### config.mk
export PLATFORM = sky130hd
export DESIGN_NAME = toggle_poll_ctrl
export DESIGN_NICKNAME = d
export VERILOG_FILES = /design/src/rtl/poll_pkg.sv /design/src/rtl/poll_strobe_timer.sv /design/src/rtl/poll_pair_watch.sv /design/src/rtl/toggle_poll_ctrl.sv
export SDC_FILE = /design/constraint.sdc
export NUM_CORES = 1
export LEC_CHECK = 0
export ABC_AREA = 1
export BUFFER_PORTS_ARGS = -buffer_cell sky130_fd_sc_hd__buf_2
export CELL_PAD_IN_SITES_DETAIL_PLACEMENT = 1
export CELL_PAD_IN_SITES_GLOBAL_PLACEMENT = 1
export CORE_MARGIN = 2
export CORE_UTILIZATION = 31
export CTS_CLUSTER_DIAMETER = 120
export DETAILED_ROUTE_END_ITERATION = 8
export PLACE_DENSITY_LB_ADDON = 0.08
export SKIP_CTS_REPAIR_TIMING = 1
export SYNTH_ARGS = -nofsm -noshare
export SYNTH_HDL_FRONTEND = slang
export SYNTH_HIERARCHICAL = 1
export SYNTH_SLANG_ARGS = --single-unit
### constraint.sdc
create_clock -name clk -period 1.5 [get_ports clk]
set_input_delay 0.075 -clock clk [delete_from_list [all_inputs] [get_ports clk]]
set_output_delay 0.075 -clock clk [all_outputs]
set_load 0.1 [all_outputs]
### src/rtl/poll_pkg.sv
package poll_pkg;
  typedef enum logic [2:0] {
    ST_IDLE,
    ST_READ,
    ST_GAP,
    ST_WRITE,
    ST_REPORT
  } poll_st_e;

  localparam logic [7:0] RESET_CMD = 8'hF0;
  localparam int TOGGLE_BIT = 6;
  localparam int LIMIT_BIT  = 5;
endpackage

### src/rtl/poll_strobe_timer.sv
module poll_strobe_timer #(
  parameter int RD_CYC = 3
) (
  input  logic clk,
  input  logic rst_n,
  input  logic en,
  output logic last
);
  localparam int CW = (RD_CYC > 1) ? $clog2(RD_CYC) : 1;

  logic [CW-1:0] cnt_q, cnt_d;

  assign last = en && (cnt_q == CW'(RD_CYC - 1));

  always_comb begin
    cnt_d = cnt_q;
    if (!en || last) cnt_d = '0;
    else             cnt_d = cnt_q + 1'b1;
  end

  always_ff @(posedge clk or negedge rst_n) begin
    if (!rst_n) cnt_q <= '0;
    else        cnt_q <= cnt_d;
  end

  // a strobe held for a full window must produce its sampling cycle
  p_window_r2: assert property (@(posedge clk) disable iff (!rst_n)
    (en && !last) |=> (!en || (cnt_q != '0) || last));
endmodule

### src/rtl/poll_pair_watch.sv
module poll_pair_watch #(
  parameter int MAX_PAIRS = 64
) (
  input  logic clk,
  input  logic rst_n,
  input  logic clr,
  input  logic inc,
  output logic hit
);
  localparam bit EN  = (MAX_PAIRS != 0);
  localparam int LIM = EN ? MAX_PAIRS - 1 : 0;
  localparam int CW  = $clog2(MAX_PAIRS + 2);

  logic [CW-1:0] cnt_q, cnt_d;

  assign hit = EN && (cnt_q == CW'(LIM));

  always_comb begin
    cnt_d = cnt_q;
    if (clr)                             cnt_d = '0;
    else if (inc && cnt_q != CW'(LIM))   cnt_d = cnt_q + 1'b1;
  end

  always_ff @(posedge clk or negedge rst_n) begin
    if (!rst_n) cnt_q <= '0;
    else        cnt_q <= cnt_d;
  end

  // a clear always brings the limit flag down unless the limit is one pair
  p_clr_drops_hit_r7: assert property (@(posedge clk) disable iff (!rst_n)
    (clr && LIM != 0) |=> !hit);
endmodule

### src/rtl/toggle_poll_ctrl.sv
module toggle_poll_ctrl
  import poll_pkg::*;
#(
  parameter int          AW        = 16,
  parameter logic [AW-1:0] STAT_ADDR = 16'h0000,
  parameter logic [AW-1:0] RST_ADDR  = 16'h0000,
  parameter int          RD_CYC    = 3,
  parameter int          MAX_PAIRS = 64
) (
  input  logic          clk,
  input  logic          rst_n,
  input  logic          start,
  input  logic          abort,
  output logic [AW-1:0] bus_addr,
  output logic          bus_rd,
  output logic          bus_wr,
  output logic [7:0]    bus_wdata,
  input  logic [7:0]    bus_rdata,
  output logic          busy,
  output logic          done,
  output logic          pass
);
  poll_st_e state_q, state_d;
  logic     second_q, second_d;
  logic     tog_q, tog_d;
  logic     chk_q, chk_d;
  logic     pass_q, pass_d;
  logic     strobe_last;
  logic     pair_done, wd_clr, wd_hit;
  logic     unused_bits;

  assign unused_bits = ^{bus_rdata[7], bus_rdata[4:0]};

  poll_strobe_timer #(.RD_CYC(RD_CYC)) i_timer (
    .clk  (clk),
    .rst_n(rst_n),
    .en   (state_q == ST_READ),
    .last (strobe_last)
  );

  poll_pair_watch #(.MAX_PAIRS(MAX_PAIRS)) i_watch (
    .clk  (clk),
    .rst_n(rst_n),
    .clr  (wd_clr),
    .inc  (pair_done),
    .hit  (wd_hit)
  );

  always_comb begin
    state_d   = state_q;
    second_d  = second_q;
    tog_d     = tog_q;
    chk_d     = chk_q;
    pass_d    = pass_q;
    pair_done = 1'b0;
    wd_clr    = 1'b0;
    case (state_q)
      ST_IDLE: begin
        if (start) begin
          state_d  = ST_READ;
          second_d = 1'b0;
          chk_d    = 1'b0;
          wd_clr   = 1'b1;
        end
      end
      ST_READ: begin
        if (abort) begin
          state_d  = ST_IDLE;
          second_d = 1'b0;
          chk_d    = 1'b0;
        end else if (strobe_last) begin
          if (!second_q) begin
            tog_d    = bus_rdata[TOGGLE_BIT];
            second_d = 1'b1;
            state_d  = ST_GAP;
          end else begin
            second_d  = 1'b0;
            pair_done = 1'b1;
            if (bus_rdata[TOGGLE_BIT] == tog_q) begin
              pass_d  = 1'b1;
              state_d = ST_REPORT;
            end else if (chk_q || wd_hit) begin
              pass_d  = 1'b0;
              state_d = ST_WRITE;
            end else begin
              chk_d   = bus_rdata[LIMIT_BIT];
              state_d = ST_GAP;
            end
          end
        end
      end
      ST_GAP: begin
        if (abort) begin
          state_d  = ST_IDLE;
          second_d = 1'b0;
          chk_d    = 1'b0;
        end else begin
          state_d = ST_READ;
        end
      end
      ST_WRITE:  state_d = ST_REPORT;
      ST_REPORT: state_d = ST_IDLE;
      default:   state_d = ST_IDLE;
    endcase
  end

  always_ff @(posedge clk or negedge rst_n) begin
    if (!rst_n) begin
      state_q  <= ST_IDLE;
      second_q <= 1'b0;
      tog_q    <= 1'b0;
      chk_q    <= 1'b0;
      pass_q   <= 1'b0;
    end else begin
      state_q  <= state_d;
      second_q <= second_d;
      tog_q    <= tog_d;
      chk_q    <= chk_d;
      pass_q   <= pass_d;
    end
  end

  assign bus_rd    = (state_q == ST_READ);
  assign bus_wr    = (state_q == ST_WRITE);
  assign bus_addr  = bus_wr ? RST_ADDR : STAT_ADDR;
  assign bus_wdata = bus_wr ? RESET_CMD : 8'h00;
  assign busy      = (state_q != ST_IDLE);
  assign done      = (state_q == ST_REPORT);
  assign pass      = done && pass_q;

  // read and write strobes never overlap
  p_rw_excl_r2: assert property (@(posedge clk) disable iff (!rst_n)
    !(bus_rd && bus_wr));
  // a read strobe ends only after its sampling cycle or an abort
  p_strobe_end_r2: assert property (@(posedge clk) disable iff (!rst_n)
    $fell(bus_rd) |-> ($past(strobe_last) || $past(abort)));
  // the reset write is always followed by a failing report
  p_wr_then_fail_r6: assert property (@(posedge clk) disable iff (!rst_n)
    bus_wr |=> (done && !pass));
  // done is a single pulse while busy, and busy ends with it
  p_done_busy_r8: assert property (@(posedge clk) disable iff (!rst_n)
    done |-> busy);
  p_done_once_r8: assert property (@(posedge clk) disable iff (!rst_n)
    done |=> (!done && !busy));
  // abort during the read phase ends the poll at once
  p_abort_idle_r9: assert property (@(posedge clk) disable iff (!rst_n)
    (abort && (state_q == ST_READ || state_q == ST_GAP)) |=> (!busy && !bus_wr));
endmodule

# After elaboration in Yosys (flattened, before gate mapping)
# Index checks and enable logic that the tools add are counted.
# totals
elab_cells	73
reg_bits	16
output_inout_bits	29
# op_classes
bitwise	2
n_reduce_logical	16
n_eq_ne	14
n_mux	32
addsub	2
# op_table
cell	n
2-to-1 mux 1 bit	20
2-to-1 mux 3 bit	5
2-to-1 mux 7 bit	2
inequality test 3 bit (second input constant)	4
one-hot mux 3 bit (4 select lines)	1
2-to-1 mux 8 bit	1
AND reduction 4 bit	2
adder 7 x 1 -> 7 bit (second input constant)	1
equality test 7 x 6 -> 1 bit (second input constant)	1
inequality test 7 x 6 -> 1 bit (second input constant)	1
AND reduction 7 bit	1
equality test 3 x 2 -> 1 bit (second input constant)	2
one-hot mux 1 bit (3 select lines)	2
nonzero test 3 bit	2
AND reduction 5 bit	1
inequality test 2 bit (second input constant)	2
nonzero test 2 bit	2
equality test 3 x 1 -> 1 bit (second input constant)	1
equality test 3 bit (second input constant)	1
logical AND 1 bit	3
logical NOT 3 bit	1
adder 2 x 1 -> 2 bit (second input constant)	1
equality test 2 bit (second input constant)	1
logical OR 1 bit	2
other kinds (5)	6

# Longest topological paths before layout
# logic_depth
ltp_word	8
ltp_mapped	12
depth_no_buf	12

# Cells and area by module
# The synthesis kept the hierarchy.
# modules_own_cells
mod	cells_each	instances	area_per_inst_um2	seq_area_each_um2
toggle_poll_ctrl	99	1	665.6	175.2
poll_pair_watch	56	1	430.4	175.2
poll_strobe_timer	10	1	88.8	50.0

# Worst setup path before layout
# No wires, ideal clock.
# synth_timing
kind	register to output
start	register state_q[0]
end	output port done
arrival_ns	2.562
path_slack_ns	-1.137
path_stages_with_launch	3
path_buffers	1
path_cell_list	dfrtp_1 -> buf_2 -> nor3_1
# synth_via
elab_chain_cells	1
# synth_lines
item	line_no	rtl
start, declared	toggle_poll_ctrl.sv:23	poll_st_e state_q, state_d;
start signal, assigned	toggle_poll_ctrl.sv:115	state_q <= state_d;
equality test 3 bit	toggle_poll_ctrl.sv:128	assign done = (state_q == ST_REPORT);
end, declared	toggle_poll_ctrl.sv:20	output logic done,
# No other way between the ends.

# Final worst setup path
# layout_timing
start	register state_q[2]
end	register i_watch.cnt_q[3]
# layout_via
elab_chain_cells	7
# layout_lines
item	line_no	rtl
equality test 3 x 1 -> 1 bit (*)	toggle_poll_ctrl.sv:37, toggle_poll_ctrl.sv:57	
logical AND 1 bit	poll_strobe_timer.sv:13	assign last = en && (cnt_q == CW'(RD_CYC - 1));
2-to-1 mux 1 bit	toggle_poll_ctrl.sv:71	end else if (strobe_last) begin
2-to-1 mux 1 bit	toggle_poll_ctrl.sv:67	if (abort) begin
2-to-1 mux 1 bit (*)	toggle_poll_ctrl.sv:57	case (state_q)
via pair_done	toggle_poll_ctrl.sv:29	logic pair_done, wd_clr, wd_hit;
logical AND 1 bit (*)	poll_pair_watch.sv:21	else if (inc && cnt_q != CW'(LIM)) cnt_d = cnt_q + 1'b1;
nonzero test 2 bit (no source line) (*)	-	
end signal, assigned	poll_pair_watch.sv:26	else cnt_q <= cnt_d;
end, declared	poll_pair_watch.sv:14	logic [CW-1:0] cnt_q, cnt_d;
# The timed path passes the listed nets; every way through them passes the cells marked *.
# A chain may end at the register's enable or synchronous reset.

==> impl_metrics.tcl <==
set metrics [dict create \
    synth_area_leaders "dfrtp_1 (34%), buf_4 (15%), nand2_1 (13%)" \
    pwr_density_cell_nw_per_um2 1844 \
    die_h_um 65.83 \
    cp-end-kind "flop" \
    wl_per_cell_um 11.40 \
    fin_cells 250 \
    regArea_sq_um 402.9 \
    dr_total_vias 1052 \
    multi_input_area_sq_um 635.6 \
    num_rows 22 \
    synth-seq-area-share 0.3379 \
    synth.distinct_cells 23 \
    grt_max_degree 17 \
    port_buffers 14 \
    fin_tns_setup_ps -266.7 \
    routed_via_density 4.208 \
    fmax_mhz 644.7 \
    clkSinkCount 16 \
    fin_crit_ps 1551 \
    grt_setup_unrepaired "true" \
    intPower_mw 1.529 \
    final_core_util 0.4576 \
    cts_buffer_depth 2 \
    grt_pass1_vias 1072 \
    clkTransAtPathRegs_ps 60 \
    p_sw_mw 1.560 \
    slew_violations 0 \
    grt_pass1_wl_um 4692 \
    drt_iter0_markers 22 \
    start_kind "flop" \
    synthArstFlopShare 1.000 \
    worstSkewPairLatency_ps 250 \
    fin_skew_ps 4.543 \
    drc 0 \
    synth_edf_count 0 \
    area_growth_pct 41.39 \
    die_area_sq_um 4333 \
    maxCapViolCount 0 \
    synthCells 165 \
    cp_max_fo 6 \
    power.share.clock 0.122 \
    cts_made_buffers 3 \
    status "finished with violations" \
    die_w_um 65.83 \
    synth_area_leader_cell "dfrtp_1" \
    drt_wl_total_um 2849 \
    htreeDepth 1 \
    leakagePower_nw 0.8925 \
    coreArea_sq_um 3661 \
    synth_flop_cell "dfrtp_1" \
    placed_area_sq_um 1473 \
    crit_type "reg2reg" \
    dpl.cell_count 235 \
    p_comb_frac 0.675 \
    grt_use_total 0.1418 \
    ys_warn_count 6 \
    swShare 0.5051 \
    hold_violations 0 \
    dp_hpwl_um 2273 \
    gp_congestion 0.8296 \
    antenna_left 0 \
    top_level_ports 41 \
    crit_arrival_ps 1690 \
    grt-ovfl-total 0 \
    cp.required_ps 1640 \
    fin_area_sq_um 1675 \
    hold_class "in2reg" \
    yosysMostFrequentCell "nand2_1" \
    avgSynthCellArea_sq_um 7.181 \
    fill_cells 453 \
    postLayoutSetupSlackWorst_ps -50.99 \
    violations "setup timing" \
    setup_viol 6 \
    dr.pass1.iters 4 \
    synthTopCellsByCount "nand2_1 (40), buf_4 (24), inv_1 (24), dfrtp_1 (16)" \
    antenna_found_initial 0 \
    synth_seq_cells 16 \
    nNetsFinal 217 \
    seqPwrFrac 0.203 \
    yosys.area.top_type_share 0.3379 \
    root_buffer "clkbuf_8" \
    vdd_drop_max_v 0.0005900 \
    drive_above_1_share 0.3614 \
    start_util 0.3236 \
    cts_tree "done" \
    hold-path-cell-count 3 \
    worstRegToRegCells 11 \
    syn-cell-area_sq_um 1185 \
    post-route-period-util 1.034 \
    diodes 0 \
]
-- routing by layer --
metal / track usage / vias to the layer above / part of all wire
met2: 0.2790 / 19 / 0.57
met3: 0.01533 / 4 / 0.029
met5: 0 / - / 0
met1: 0.1516 / 490 / 0.39
met4: 0.05469 / 0 / 0.010
li1: - / 539 / -
-- worst max-delay path, stage by stage, from the launching register on --
cell and delay (ps):
dfrtp_2 430, nor2_4 140, nand2_4 80, buf_12 130, nor2_4 80, nand3_2 90
inv_2 70, inv_2 50, nor2_4 220, nor2_8 60, nand2_1 60, nand2_1 50
-- flip-flops by register name (all words and copies together), names as in the netlist --
| signal | cells |
|---|---|
| chk_q | 1 |
| tog_q | 1 |
| i_watch/cnt_q | 7 |
| state_q | 3 |
| second_q | 1 |
| i_timer/cnt_q | 2 |
| pass_q | 1 |
-- cells in the final DEF, fill, tap and decap left out, drive strengths merged --
cell type,instances
a21oi,2
nor2,20
o21bai,3
dlygate4sd3,1
and3,1
xor2,1
conb,20
buf,38
inv,25
o21ai,3
a21boi,1
dfrtp,16
nor3,3
ha,2
clkinvlp,1
nand4,3
nand3,17
nand2,41
clkbuf,4
-- kinds of logic after synthesis --
| logic type | share of synthesized area |
|---|---|
| DFF | 0.3379 |
| AOI/OAI and AO/OA | 0.04646 |
| buffers and inverters | 0.2386 |
| xor gates and xnor gates | 0.007393 |
| other | 0.003165 |
| and+or+nand+nor | 0.3453 |
| adders and majority gates | 0.02112 |
-- power groups by stage --
stage / Clock [mW] / Combinational, mW / Sequential (mW)
5_1_grt: 0.418 / 2.23 / 0.645
2_1_floorplan: 0 / 1.42 / 0.616
3_5_place_dp: 0 / 1.86 / 0.630
4_1_cts: 0.393 / 1.87 / 0.623
6_report: 0.378 / 2.09 / 0.626
3_3_place_gp: 0 / 1.84 / 0.623
-- cell type report --
| cell class | instances | share of cell area |
|---|---|---|
| sequential | 16 | 0.2405 |
| tap | 48 | 0.03585 |
| multi-input combinational | 117 | 0.3794 |
| inverter | 26 | 0.06049 |
| clock buffer | 4 | 0.03286 |
| timing repair buffer | 39 | 0.2509 |
-- path summary, 6_finish.rpt --
check                                        startpoint                           end  slack [ps]
setup / recovery                 state_q[2]$_DFFE_PN0P_  i_watch/cnt_q[3]$_DFFE_PN0P_         -50
hold / removal                             bus_rdata[6]             tog_q$_DFFE_PN0P_         110
setup reg to reg                 state_q[2]$_DFFE_PN0P_  i_watch/cnt_q[3]$_DFFE_PN0P_         -50
hold reg to reg            i_watch/cnt_q[6]$_DFFE_PN0P_  i_watch/cnt_q[6]$_DFFE_PN0P_         500
max in group asynchronous                         rst_n        state_q[1]$_DFFE_PN0P_         920
min in group asynchronous                         rst_n  i_watch/cnt_q[2]$_DFFE_PN0P_         280
-- through the flow --
step,power (mW),hold WS [ps],setup slack [ps]
floorplan,2.033,-220.6,-347.4
global placement,2.460,17.12,-70.40
detailed placement,2.494,17.11,-70.86
CTS,2.884,-254.6,-78.26
global route,3.295,120.8,-144.0
finish,3.089,106.2,-50.99
(Power assumes the default switching activity.)
